File: src/rtl/pwr_mode_seq_pkg.sv
package pwr_mode_seq_pkg;

    typedef enum logic [2:0] {
        PS_RUN    = 3'd0,
        PS_DOZE   = 3'd1,
        PS_SLEEP  = 3'd2,
        PS_DEEP   = 3'd3,
        PS_STOP   = 3'd4,
        PS_WRST   = 3'd5,
        PS_WPLL   = 3'd6,
        PS_SETTLE = 3'd7
    } pwr_state_e;

    localparam int DOM_N     = 8;
    localparam int DOM_CORE  = 0;
    localparam int DOM_TB    = 1;
    localparam int DOM_DEC   = 2;
    localparam int DOM_PLL   = 3;
    localparam int DOM_MC    = 4;
    localparam int DOM_RTC   = 5;
    localparam int DOM_PIT   = 6;
    localparam int DOM_RST   = 7;

endpackage

File: src/rtl/pwr_gear_div.sv
module pwr_gear_div #(
    parameter int GEAR_W = 2
) (
    input  logic              clk,
    input  logic              rst_n,
    input  logic              run,
    input  logic [GEAR_W-1:0] gear_sel,
    output logic              tick
);
    localparam int CNT_W = (1 << GEAR_W) - 1;

    typedef struct packed {
        logic [CNT_W-1:0]  cnt;
        logic [GEAR_W-1:0] gear;
    } div_t;

    div_t             cur_q, nxt_d;
    logic [CNT_W-1:0] lim;

    always_comb begin
        lim   = CNT_W'((1 << cur_q.gear) - 1);
        nxt_d = cur_q;
        if (!run) begin
            nxt_d.cnt  = '0;
            nxt_d.gear = gear_sel;
        end else if (cur_q.cnt == lim) begin
            // period boundary: restart and pick up the new setting
            nxt_d.cnt  = '0;
            nxt_d.gear = gear_sel;
        end else begin
            nxt_d.cnt = cur_q.cnt + 1'b1;
        end
    end

    always_ff @(posedge clk or negedge rst_n) begin
        if (!rst_n) cur_q <= '0;
        else        cur_q <= nxt_d;
    end

    assign tick = run && (cur_q.cnt == '0);

    // counter never runs past the current period
    a_r11_cnt_bound: assert property (@(posedge clk) disable iff (!rst_n)
        cur_q.cnt <= lim);

    // gear setting only moves at a period end or outside run
    a_r12_gear_boundary: assert property (@(posedge clk) disable iff (!rst_n)
        (run && cur_q.cnt != lim) |=> $stable(cur_q.gear));

endmodule

File: src/rtl/pwr_seq_fsm.sv
module pwr_seq_fsm
    import pwr_mode_seq_pkg::*;
#(
    parameter int SETTLE_CYC = 16
) (
    input  logic       clk,
    input  logic       rst_n,
    input  logic       req_valid,
    input  logic [2:0] req_mode,
    input  logic       wake,
    input  logic       pll_lock,
    output pwr_state_e state,
    output logic       from_stop
);
    localparam int SC_W = (SETTLE_CYC > 1) ? $clog2(SETTLE_CYC) : 1;

    typedef struct packed {
        pwr_state_e  st;
        logic [SC_W-1:0] cnt;
        logic        stop_path;
    } fsm_t;

    fsm_t cur_q, nxt_d;

    always_comb begin
        nxt_d = cur_q;
        unique case (cur_q.st)
            PS_RUN: begin
                if (req_valid && req_mode >= 3'd1 && req_mode <= 3'd4)
                    nxt_d.st = pwr_state_e'(req_mode);
            end
            PS_DOZE, PS_SLEEP: begin
                if (wake) nxt_d.st = PS_RUN;
            end
            PS_DEEP: begin
                if (wake) begin
                    nxt_d.st        = PS_WPLL;
                    nxt_d.stop_path = 1'b0;
                end
            end
            PS_STOP: begin
                if (wake) begin
                    nxt_d.st        = PS_WRST;
                    nxt_d.stop_path = 1'b1;
                end
            end
            PS_WRST: nxt_d.st = PS_WPLL;
            PS_WPLL: begin
                if (pll_lock) begin
                    if (cur_q.stop_path) begin
                        nxt_d.st  = PS_SETTLE;
                        nxt_d.cnt = SC_W'(SETTLE_CYC - 1);
                    end else begin
                        nxt_d.st = PS_RUN;
                    end
                end
            end
            PS_SETTLE: begin
                if (cur_q.cnt == '0) begin
                    nxt_d.st        = PS_RUN;
                    nxt_d.stop_path = 1'b0;
                end else begin
                    nxt_d.cnt = cur_q.cnt - 1'b1;
                end
            end
            default: nxt_d.st = PS_RUN;
        endcase
    end

    always_ff @(posedge clk or negedge rst_n) begin
        if (!rst_n) cur_q <= '{st: PS_RUN, cnt: '0, stop_path: 1'b0};
        else        cur_q <= nxt_d;
    end

    assign state     = cur_q.st;
    assign from_stop = cur_q.stop_path;

    // doze holds against requests when no wake arrives
    a_r6_doze_holds: assert property (@(posedge clk) disable iff (!rst_n)
        (cur_q.st == PS_DOZE && !wake) |=> cur_q.st == PS_DOZE);

    // sleep returns to run in one cycle
    a_r8_sleep_wake: assert property (@(posedge clk) disable iff (!rst_n)
        (cur_q.st == PS_SLEEP && wake) |=> cur_q.st == PS_RUN);

    // no exit from PLL wait without lock
    a_r9_wait_lock: assert property (@(posedge clk) disable iff (!rst_n)
        (cur_q.st == PS_WPLL && !pll_lock) |=> cur_q.st == PS_WPLL);

    // restart-only phase lasts one cycle
    a_r10_restart_one: assert property (@(posedge clk) disable iff (!rst_n)
        cur_q.st == PS_WRST |=> cur_q.st == PS_WPLL);

endmodule

File: src/rtl/pwr_dom_map.sv
module pwr_dom_map
    import pwr_mode_seq_pkg::*;
(
    input  pwr_state_e       state,
    input  logic             from_stop,
    output logic [DOM_N-1:0] dom_en
);
    always_comb begin
        dom_en = '0;
        unique case (state)
            PS_RUN:   dom_en = '1;
            PS_DOZE: begin
                dom_en[DOM_TB]  = 1'b1;
                dom_en[DOM_DEC] = 1'b1;
                dom_en[DOM_PLL] = 1'b1;
                dom_en[DOM_MC]  = 1'b1;
                dom_en[DOM_RTC] = 1'b1;
                dom_en[DOM_RST] = 1'b1;
            end
            PS_SLEEP: begin
                dom_en[DOM_PLL] = 1'b1;
                dom_en[DOM_RTC] = 1'b1;
                dom_en[DOM_PIT] = 1'b1;
                dom_en[DOM_RST] = 1'b1;
            end
            PS_DEEP: begin
                dom_en[DOM_RTC] = 1'b1;
                dom_en[DOM_PIT] = 1'b1;
                dom_en[DOM_RST] = 1'b1;
            end
            PS_STOP:  dom_en = '0;
            PS_WRST:  dom_en[DOM_RST] = 1'b1;
            PS_WPLL, PS_SETTLE: begin
                dom_en[DOM_RST] = 1'b1;
                dom_en[DOM_PLL] = 1'b1;
                dom_en[DOM_RTC] = !from_stop;
                dom_en[DOM_PIT] = !from_stop;
            end
            default:  dom_en = '0;
        endcase
    end
endmodule

File: src/rtl/pwr_mode_seq.sv
module pwr_mode_seq
    import pwr_mode_seq_pkg::*;
#(
    parameter int N_WAKE     = 4,
    parameter int GEAR_W     = 2,
    parameter int SETTLE_CYC = 16
) (
    input  logic              clk,
    input  logic              rst_n,
    input  logic              req_valid,
    input  logic [2:0]        req_mode,
    input  logic [GEAR_W-1:0] gear_sel,
    input  logic [N_WAKE-1:0] wake_evt,
    input  logic [N_WAKE-1:0] wake_en,
    input  logic              pll_lock,
    output logic [DOM_N-1:0]  dom_en,
    output logic              core_clk_en,
    output logic [2:0]        state_o
);
    pwr_state_e st;
    logic       from_stop;
    logic       wake_any;

    assign wake_any = |(wake_evt & wake_en);

    pwr_seq_fsm #(.SETTLE_CYC(SETTLE_CYC)) u_fsm (
        .clk       (clk),
        .rst_n     (rst_n),
        .req_valid (req_valid),
        .req_mode  (req_mode),
        .wake      (wake_any),
        .pll_lock  (pll_lock),
        .state     (st),
        .from_stop (from_stop)
    );

    pwr_dom_map u_map (
        .state     (st),
        .from_stop (from_stop),
        .dom_en    (dom_en)
    );

    pwr_gear_div #(.GEAR_W(GEAR_W)) u_div (
        .clk      (clk),
        .rst_n    (rst_n),
        .run      (st == PS_RUN),
        .gear_sel (gear_sel),
        .tick     (core_clk_en)
    );

    assign state_o = st;

    // core clock pulses only while the core domain is enabled
    a_r11_tick_needs_core: assert property (@(posedge clk) disable iff (!rst_n)
        core_clk_en |-> dom_en[DOM_CORE]);

    // the restart domain is off only in stop
    a_r4_restart_off_stop: assert property (@(posedge clk) disable iff (!rst_n)
        !dom_en[DOM_RST] |-> state_o == 3'd4);

endmodule

File: config.mk
export PLATFORM = sky130hd
export DESIGN_NAME = pwr_mode_seq
export DESIGN_NICKNAME = d
export VERILOG_FILES = /design/src/rtl/pwr_mode_seq_pkg.sv /design/src/rtl/pwr_gear_div.sv /design/src/rtl/pwr_seq_fsm.sv /design/src/rtl/pwr_dom_map.sv /design/src/rtl/pwr_mode_seq.sv
export SDC_FILE = /design/constraint.sdc
export NUM_CORES = 1
export LEC_CHECK = 0
export BUFFER_PORTS_ARGS = -buffer_cell sky130_fd_sc_hd__buf_2
export CORE_MARGIN = 3
export CORE_UTILIZATION = 50
export DETAILED_ROUTE_END_ITERATION = 8
export PLACE_DENSITY = 0.81
export SLEW_MARGIN = 5
export SYNTH_ARGS = -nofsm -noshare
export SYNTH_HDL_FRONTEND = slang
export SYNTH_HIERARCHICAL = 1
export SYNTH_SLANG_ARGS = --single-unit
export TNS_END_PERCENT = 20
File: constraint.sdc
create_clock -name clk -period 4.85 [get_ports clk]
set_input_delay 0.97 -clock clk [delete_from_list [all_inputs] [get_ports clk]]
set_output_delay 0.97 -clock clk [all_outputs]
set_load 0.01 [all_outputs]
Word-level counts from Yosys, hierarchy flattened
Cells that the tools add are included.
Operators by class
  add/sub/neg operators: 3
  $mul: 0
  div/mod/pow operators: 0
  $lt $le $gt $ge: 2
  eq/ne operators: 17
  shifts and indexed selects: 1
  mux-type cells: 25
  bitwise gates (word level): 1
  reductions and logical operators: 20
Operators with widths (number)
  $mux 3: 7
  $pmux 3 s7: 1
  $eq 3x3->1 const B: 4
  $ne 2x1->1 const B: 5
  $mux 4: 2
  $ne 2x2->1 const B: 4
  $pmux 4 s2: 1
  $reduce_and 4->1: 2
  $reduce_or 4->1: 2
  $mux 7: 1
  $reduce_or 7->1: 1
  $eq 3x2->1 const B: 2
  $logic_not 3->1: 2
  $mux 1: 6
  $pmux 1 s2: 3
  $reduce_and 6->1: 1
  $reduce_or 2->1: 3
  $mux 5: 1
  $reduce_or 5->1: 1
  $and 4x4->4: 1
  $logic_not 4->1: 1
  $mux 2: 2
  $sub 4x1->4 const B: 1
  $add 3x1->3 const B: 1
  12 further kinds: 14
Word-level totals
  register bits after elaboration: 13
  latch bits: 0
  memory bits (writable): 0
  ROM bits: 0
  input port bits: 17
  output and inout port bits: 12
  word-level logic and storage cells: 74
  memories kept: 0

Depth between registers and ports, before layout
Gate-level depths: netlist of the first run.
  depth after elaboration: 5
  mapped depth: 6
  depth with buffers taken out: 5

Cells and area by module
The synthesis of the first run kept the hierarchy.
Modules (own cells, without submodules)
  pwr_seq_fsm: times used 1, cells an instance 59, area each 544.3 um^2, sequential area each 200.2 um^2
  pwr_gear_div: times used 1, cells an instance 25, area each 290.3 um^2, sequential area each 125.1 um^2
  pwr_dom_map: times used 1, cells an instance 12, area each 67.6 um^2, sequential area each 0.0 um^2
  pwr_mode_seq: times used 1, cells an instance 4, area each 23.8 um^2, sequential area each 0.0 um^2

Least setup slack after synthesis of the first run
OpenSTA, ideal clock, no wires.
  kind: reg2out
  start point: register u_fsm.cur_q (netlist bit u_fsm/state[1])
  end point: output core_clk_en
  arrival time: 1.266 ns
  required time: 3.880 ns
  slack: 2.614 ns
  cell stages (with the launch flop): 5
  buffers on the path: 1
  path through: dfrtp_1 buf_4 nor3_1 nand2_1 nor2_1
On the way
  longest elaborated chain between the ends: 2
RTL lines
  start: declaration: line pwr_seq_fsm.sv:23  | fsm_t cur_q, nxt_d;
  start signal: assignment: line pwr_seq_fsm.sv:71  | if (!rst_n) cur_q <= '{st: PS_RUN, cnt: '0, stop_path: 1'b0};
  start signal: assignment: line pwr_seq_fsm.sv:72  | else cur_q <= nxt_d;
  $logic_not 3->1: line pwr_mode_seq.sv:46  | .run (st == PS_RUN),
  $logic_and 1x1->1: line pwr_gear_div.sv:40  | assign tick = run && (cur_q.cnt == '0);
  end: declaration: line pwr_mode_seq.sv:17  | output logic core_clk_en,
No other way between the ends.

Worst setup path after layout of the first run
Ends and elaborated chain as after synthesis.

==> impl_metrics.tcl, run 1 <==
set metrics [dict create \
    status "finished, final reports clean" \
    fmax_mhz 386 \
    leakage_nw 0.505 \
    setup_viol 0 \
    final_cell_mix "buf_2, dfrtp_1, inv_1, nor2_1" \
    synth_area_leaders "dfrtp_1, buf_4, ha_1, a22oi_1, inv_1" \
    cts_setup_buffers 0 \
    whs_path_depth 1 \
    power_density_nw_per_um2 553 \
    die_height_um 49.0 \
    dr.first_iter.drc_count 28 \
    final_common_cell "buf_2" \
    crit_fanout 17 \
    hp-start "u_fsm/cur_q[3]" \
    drtPass1Iterations 4 \
    cp-end-kind "primary output" \
    synth_top_area_share 0.351 \
    design_area_sq_um 1050 \
    routed_via_density 5.72 \
    diodes 0 \
    critPathLaunchType "flop" \
    dieArea_sq_um 2400 \
    clk_latency_ps 280 \
    htree_levels 1 \
    ff2ff_setup_slack_ps 3010 \
    finalCritPeriodShare 0.535 \
    post-place-ws_ps 2540 \
    synth_flop_cell "dfrtp_1" \
    clockBufferDepth 2 \
    port_buffers 28 \
    grt_pass1_vias 716 \
    yosysWarnings 6 \
    cts-root-buf "clkbuf_4" \
    cts.sinks 13 \
    netlist_area_sq_um 926 \
    initial_core_util 0.568 \
    finalHoldViolations 0 \
    synth_top_cell_by_area "dfrtp_1" \
    final_util 0.647 \
    gr-total-overflow 0 \
    worstMarginPinSlew_ps 482 \
    yosysSeqAreaShare 0.351 \
    fin_cells 147 \
    clk_pin_slew_ps 80 \
    drt.antenna.violating_nets 0 \
    dieWidth_um 49.0 \
    cp_slowest_cell "dfrtp_1" \
    dp_cells 143 \
    crit-reg2reg-launch "u_div/cur_q[0]" \
    synth_cells 100 \
    worst_ep_arrival_time_ps 1620 \
    slew-limit-headroom 0.677 \
    fin_skew_ps 8.82 \
    drive_gt1_frac 0.317 \
    cp_cell_sequence "nor3_1, nand2_1, nor2_1, buf_2" \
    hold_path_end "u_fsm/cur_q[3]" \
    required_ps 3880 \
    critical_path_class "flop to primary output" \
    hp-class "flop to flop" \
    wl_per_cell_um 13.6 \
    fin_hold_ws_ps 512 \
    drc 0 \
    cts_tree "built" \
    wirelength_um 2000 \
    n_fill_cell 151 \
    cts-hold-fix-buffers 0 \
    slowest_delay_ps 540 \
    grt_pass1_wl_um 3150 \
    synth_edf_count 0 \
    syn_area_per_cell_sq_um 9.26 \
    ios 29 \
    vias 841 \
    synth-seq-cells 13 \
    antenna_found_initial 0 \
    fin_setup_tns_ps 0 \
    placed_cell_area_sq_um 1030 \
    timing.rr.end "u_div/cur_q[0]" \
    cts_buffers 3 \
    crit_family "simple AND/OR/NAND/NOR gates" \
    grtUsageTotal 0.169 \
    max_cap_viol_count 0 \
    ir_worst_vdd_mv 0.369 \
    async_reset_ff_frac 1.00 \
    synth_nets 120 \
    area_delta_synth_final_pct 13.8 \
    cts_resized 0 \
    grt_max_degree 19 \
    dpl.hpwl_um 1540 \
    fin_ws_ps 2260 \
    core_sq_um 1630 \
    total_power_uw 582 \
    reg2reg_depth 4 \
    rows 14 \
    layout_min_cycle_time_ps 2590 \
    nNetsFinal 144 \
    path_buf_inv 1 \
    drv_slew 0 \
    rsz0062_at_grt "no" \
    place_congestion 0.839 \
    synthDistinctLibCells 36 \
]
[cell usage after synthesis (3+ instances only)]
library cell,n
nor3_1,4
a21oi_1,5
dfrtp_1,13
a31oi_1,4
nand3_1,4
ha_1,3
buf_4,5
inv_1,8
a22oi_1,4
o21ai_0,3
nand2_1,5
nor2_1,8
[how the worst max path moves through the flow]
| stage | startpoint | slack [ps] | depth (start not counted) | end |
|---|---|---|---|---|
| 3_3_place_gp | u_fsm/state[1] | 2570 | 4 | core_clk_en |
| 4_1_cts | u_fsm/state[1] | 2240 | 4 | core_clk_en |
| 3_5_place_dp | u_fsm/state[1] | 2540 | 4 | core_clk_en |
| 6_report | u_fsm/state[1] | 2260 | 4 | core_clk_en |
| 2_1_floorplan | u_fsm/state[1] | 2610 | 4 | core_clk_en |
| 5_1_grt | u_fsm/state[1] | 2130 | 4 | core_clk_en |
[sequential cells by signal, indices dropped and copies added (netlist names)]
register / cells
u_fsm/from_stop: 1
u_fsm/state: 3
u_div/cur_q: 5
u_fsm/cur_q: 4
[power breakdown]
group          internal [mW]  switching [mW]
combinational          0.142           0.154
clock                 0.0306          0.0345
sequential             0.146          0.0748
total                  0.318           0.264
[metal layers]
layer	share of wire	wire (um)	vias to the layer above	track usage
met5	0	0	-	0
met4	0.0050	10	0	0.0427
met3	0.064	127	2	0.0489
met2	0.50	998	29	0.281
met1	0.43	862	403	0.214
li1	-	-	407	-
[area by class of cell]
type                       instances  area, sq um  area share
timing repair buffer              28          140       0.133
tap                               24         30.0      0.0285
clock inverter                     1         5.00     0.00475
multi-input combinational         70          500       0.475
sequential                        13          325       0.309
inverter                           8         30.0      0.0285
clock buffer                       3         22.5      0.0214
[logic make-up after synthesis]
logic type,Yosys count,share of synthesized area
buf+inv,17,0.108
compound gates,25,0.204
simple gates,35,0.208
flops,13,0.351
fa+ha+maj,3,0.0405
xor+xnor,1,0.00946
mux,6,0.0784
Power figures use the tool's default switching activity.
==> inputs of run 2 (changes only) <==
Settings changed: CORE_UTILIZATION 50 to 49, PLACE_DENSITY 0.81 to 0.8.
Clock period 4.85 ns to 2.4 ns, I/O delays scaled along.
==> run 2 against run 1 <==
  * Sequential power increased by 89%
  * Critical path type unchanged
  * Flip-flop and latch count unchanged
  * Combinational power rose by 120%
  * Cell count rose by 1.4%
==> impl_metrics.tcl, run 2 (synthesis gave the netlist of run 1 again) <==
set metrics [dict create \
    layout_min_cycle_time_ps 2170 \
    core_sq_um 1760 \
    cts-hold-fix-buffers 0 \
    finalHoldViolations 0 \
    n_fill_cell 183 \
    fin_setup_tns_ps 0 \
    cts_buffers 3 \
    clk_latency_ps 280 \
    required_ps 1920 \
    worst_ep_arrival_time_ps 1690 \
    dieArea_sq_um 2450 \
    cts.sinks 13 \
    wl_per_cell_um 13.2 \
    ff2ff_setup_slack_ps 510 \
    grt_max_degree 18 \
    worstMarginPinSlew_ps 517 \
    final_common_cell "buf_2" \
    drt.antenna.violating_nets 0 \
    dpl.hpwl_um 1530 \
    drc 0 \
    wirelength_um 1970 \
    rsz0062_at_grt "no" \
    drive_gt1_frac 0.315 \
    place_congestion 0.800 \
    status "finished, final reports clean" \
    finalCritPeriodShare 0.903 \
    slew-limit-headroom 0.653 \
    initial_core_util 0.525 \
    fmax_mhz 462 \
    port_buffers 28 \
    clockBufferDepth 2 \
    gr-total-overflow 0 \
    rows 15 \
    diodes 0 \
    dr.first_iter.drc_count 12 \
    power_density_nw_per_um2 1120 \
    dieWidth_um 49.5 \
    reg2reg_depth 4 \
    die_height_um 49.5 \
    grt_pass1_wl_um 3310 \
    nNetsFinal 145 \
    largest_reg_flops 5 \
    htree_levels 1 \
    final_util 0.601 \
    cts_setup_buffers 0 \
    clk_pin_slew_ps 80 \
    vias 841 \
    fin_hold_ws_ps 59.4 \
    grt_pass1_vias 768 \
    cp-end-kind "primary output" \
    crit_fanout 17 \
    grtUsageTotal 0.178 \
    antenna_found_initial 0 \
    crit-reg2reg-launch "u_fsm/state[1]" \
    leakage_nw 0.507 \
    cts-root-buf "clkbuf_4" \
    cts_tree "built" \
    dp_cells 145 \
    largest-register "u_div/cur_q" \
    final_cell_mix "buf_2, dfrtp_1, inv_1, nor2_1" \
    drv_slew 0 \
    critPathLaunchType "flop" \
    cts_resized 0 \
    drtPass1Iterations 4 \
    hp-class "primary input to async pin" \
    fin_cells 149 \
    timing.rr.end "u_div/cur_q[1]" \
    fin_skew_ps 11.0 \
    setup_viol 0 \
    setup.worst_path.start "u_fsm/state[1]" \
    max_cap_viol_count 0 \
    ios 29 \
    critical_path_class "flop to primary output" \
    ir_worst_vdd_mv 0.575 \
    area_delta_synth_final_pct 14.6 \
    crit_path_end "core_clk_en" \
    routed_via_density 5.64 \
]
run 2: area by class of cell:
| cell class | instances | area, sq um | area share |
|---|---|---|---|
| Clock buffer | 4 | 26.3 | 0.0248 |
| Inverter | 8 | 30.0 | 0.0283 |
| Multi-Input combinational cell | 70 | 500 | 0.472 |
| Sequential cell | 13 | 325 | 0.307 |
| Timing Repair Buffer | 29 | 148 | 0.139 |
| Tap cell | 25 | 31.3 | 0.0295 |
run 2: critical path, cell delays in order, from the launching register on:
cell	delay, ps
dfrtp_1	560
nor3_1	530
nand2_1	90
nor2_1	100
buf_2	130
run 2: metrics by stage:
| step | total power [mW] | setup WS, ps | area, sq um |
|---|---|---|---|
| CTS | 1.20 | 221 | 1060 |
| finish | 1.19 | 233 | 1060 |
| global placement | 1.03 | 609 | 1030 |
| global route | 1.30 | 56.9 | 1060 |
| detailed placement | 1.06 | 524 | 1030 |
| floorplan | 0.910 | 628 | 926 |
run 2: where the power goes:
part | leakage (nW) | internal (mW) | total (mW) | switching, mW
logic | 0.342 | 0.297 | 0.637 | 0.339
clock network | 0.0150 | 0.0646 | 0.138 | 0.0731
registers | 0.150 | 0.296 | 0.417 | 0.121
run 2: worst min path at each step:
stage / start / to
finish: rst_n / u_div/cur_q[1]
global route: rst_n / u_div/cur_q[1]
CTS: rst_n / u_div/cur_q[1]
detailed placement: rst_n / u_div/cur_q[1]
global placement: rst_n / u_div/cur_q[1]
floorplan: rst_n / u_div/cur_q[0]
run 2: metal layers:
layer | share of wire | vias to the layer above | GRT usage
li1 | - | 406 | -
met1 | 0.42 | 413 | 0.206
met2 | 0.53 | 17 | 0.301
met3 | 0.046 | 5 | 0.0604
met4 | 0.0096 | 0 | 0.0691
met5 | 0 | - | 0
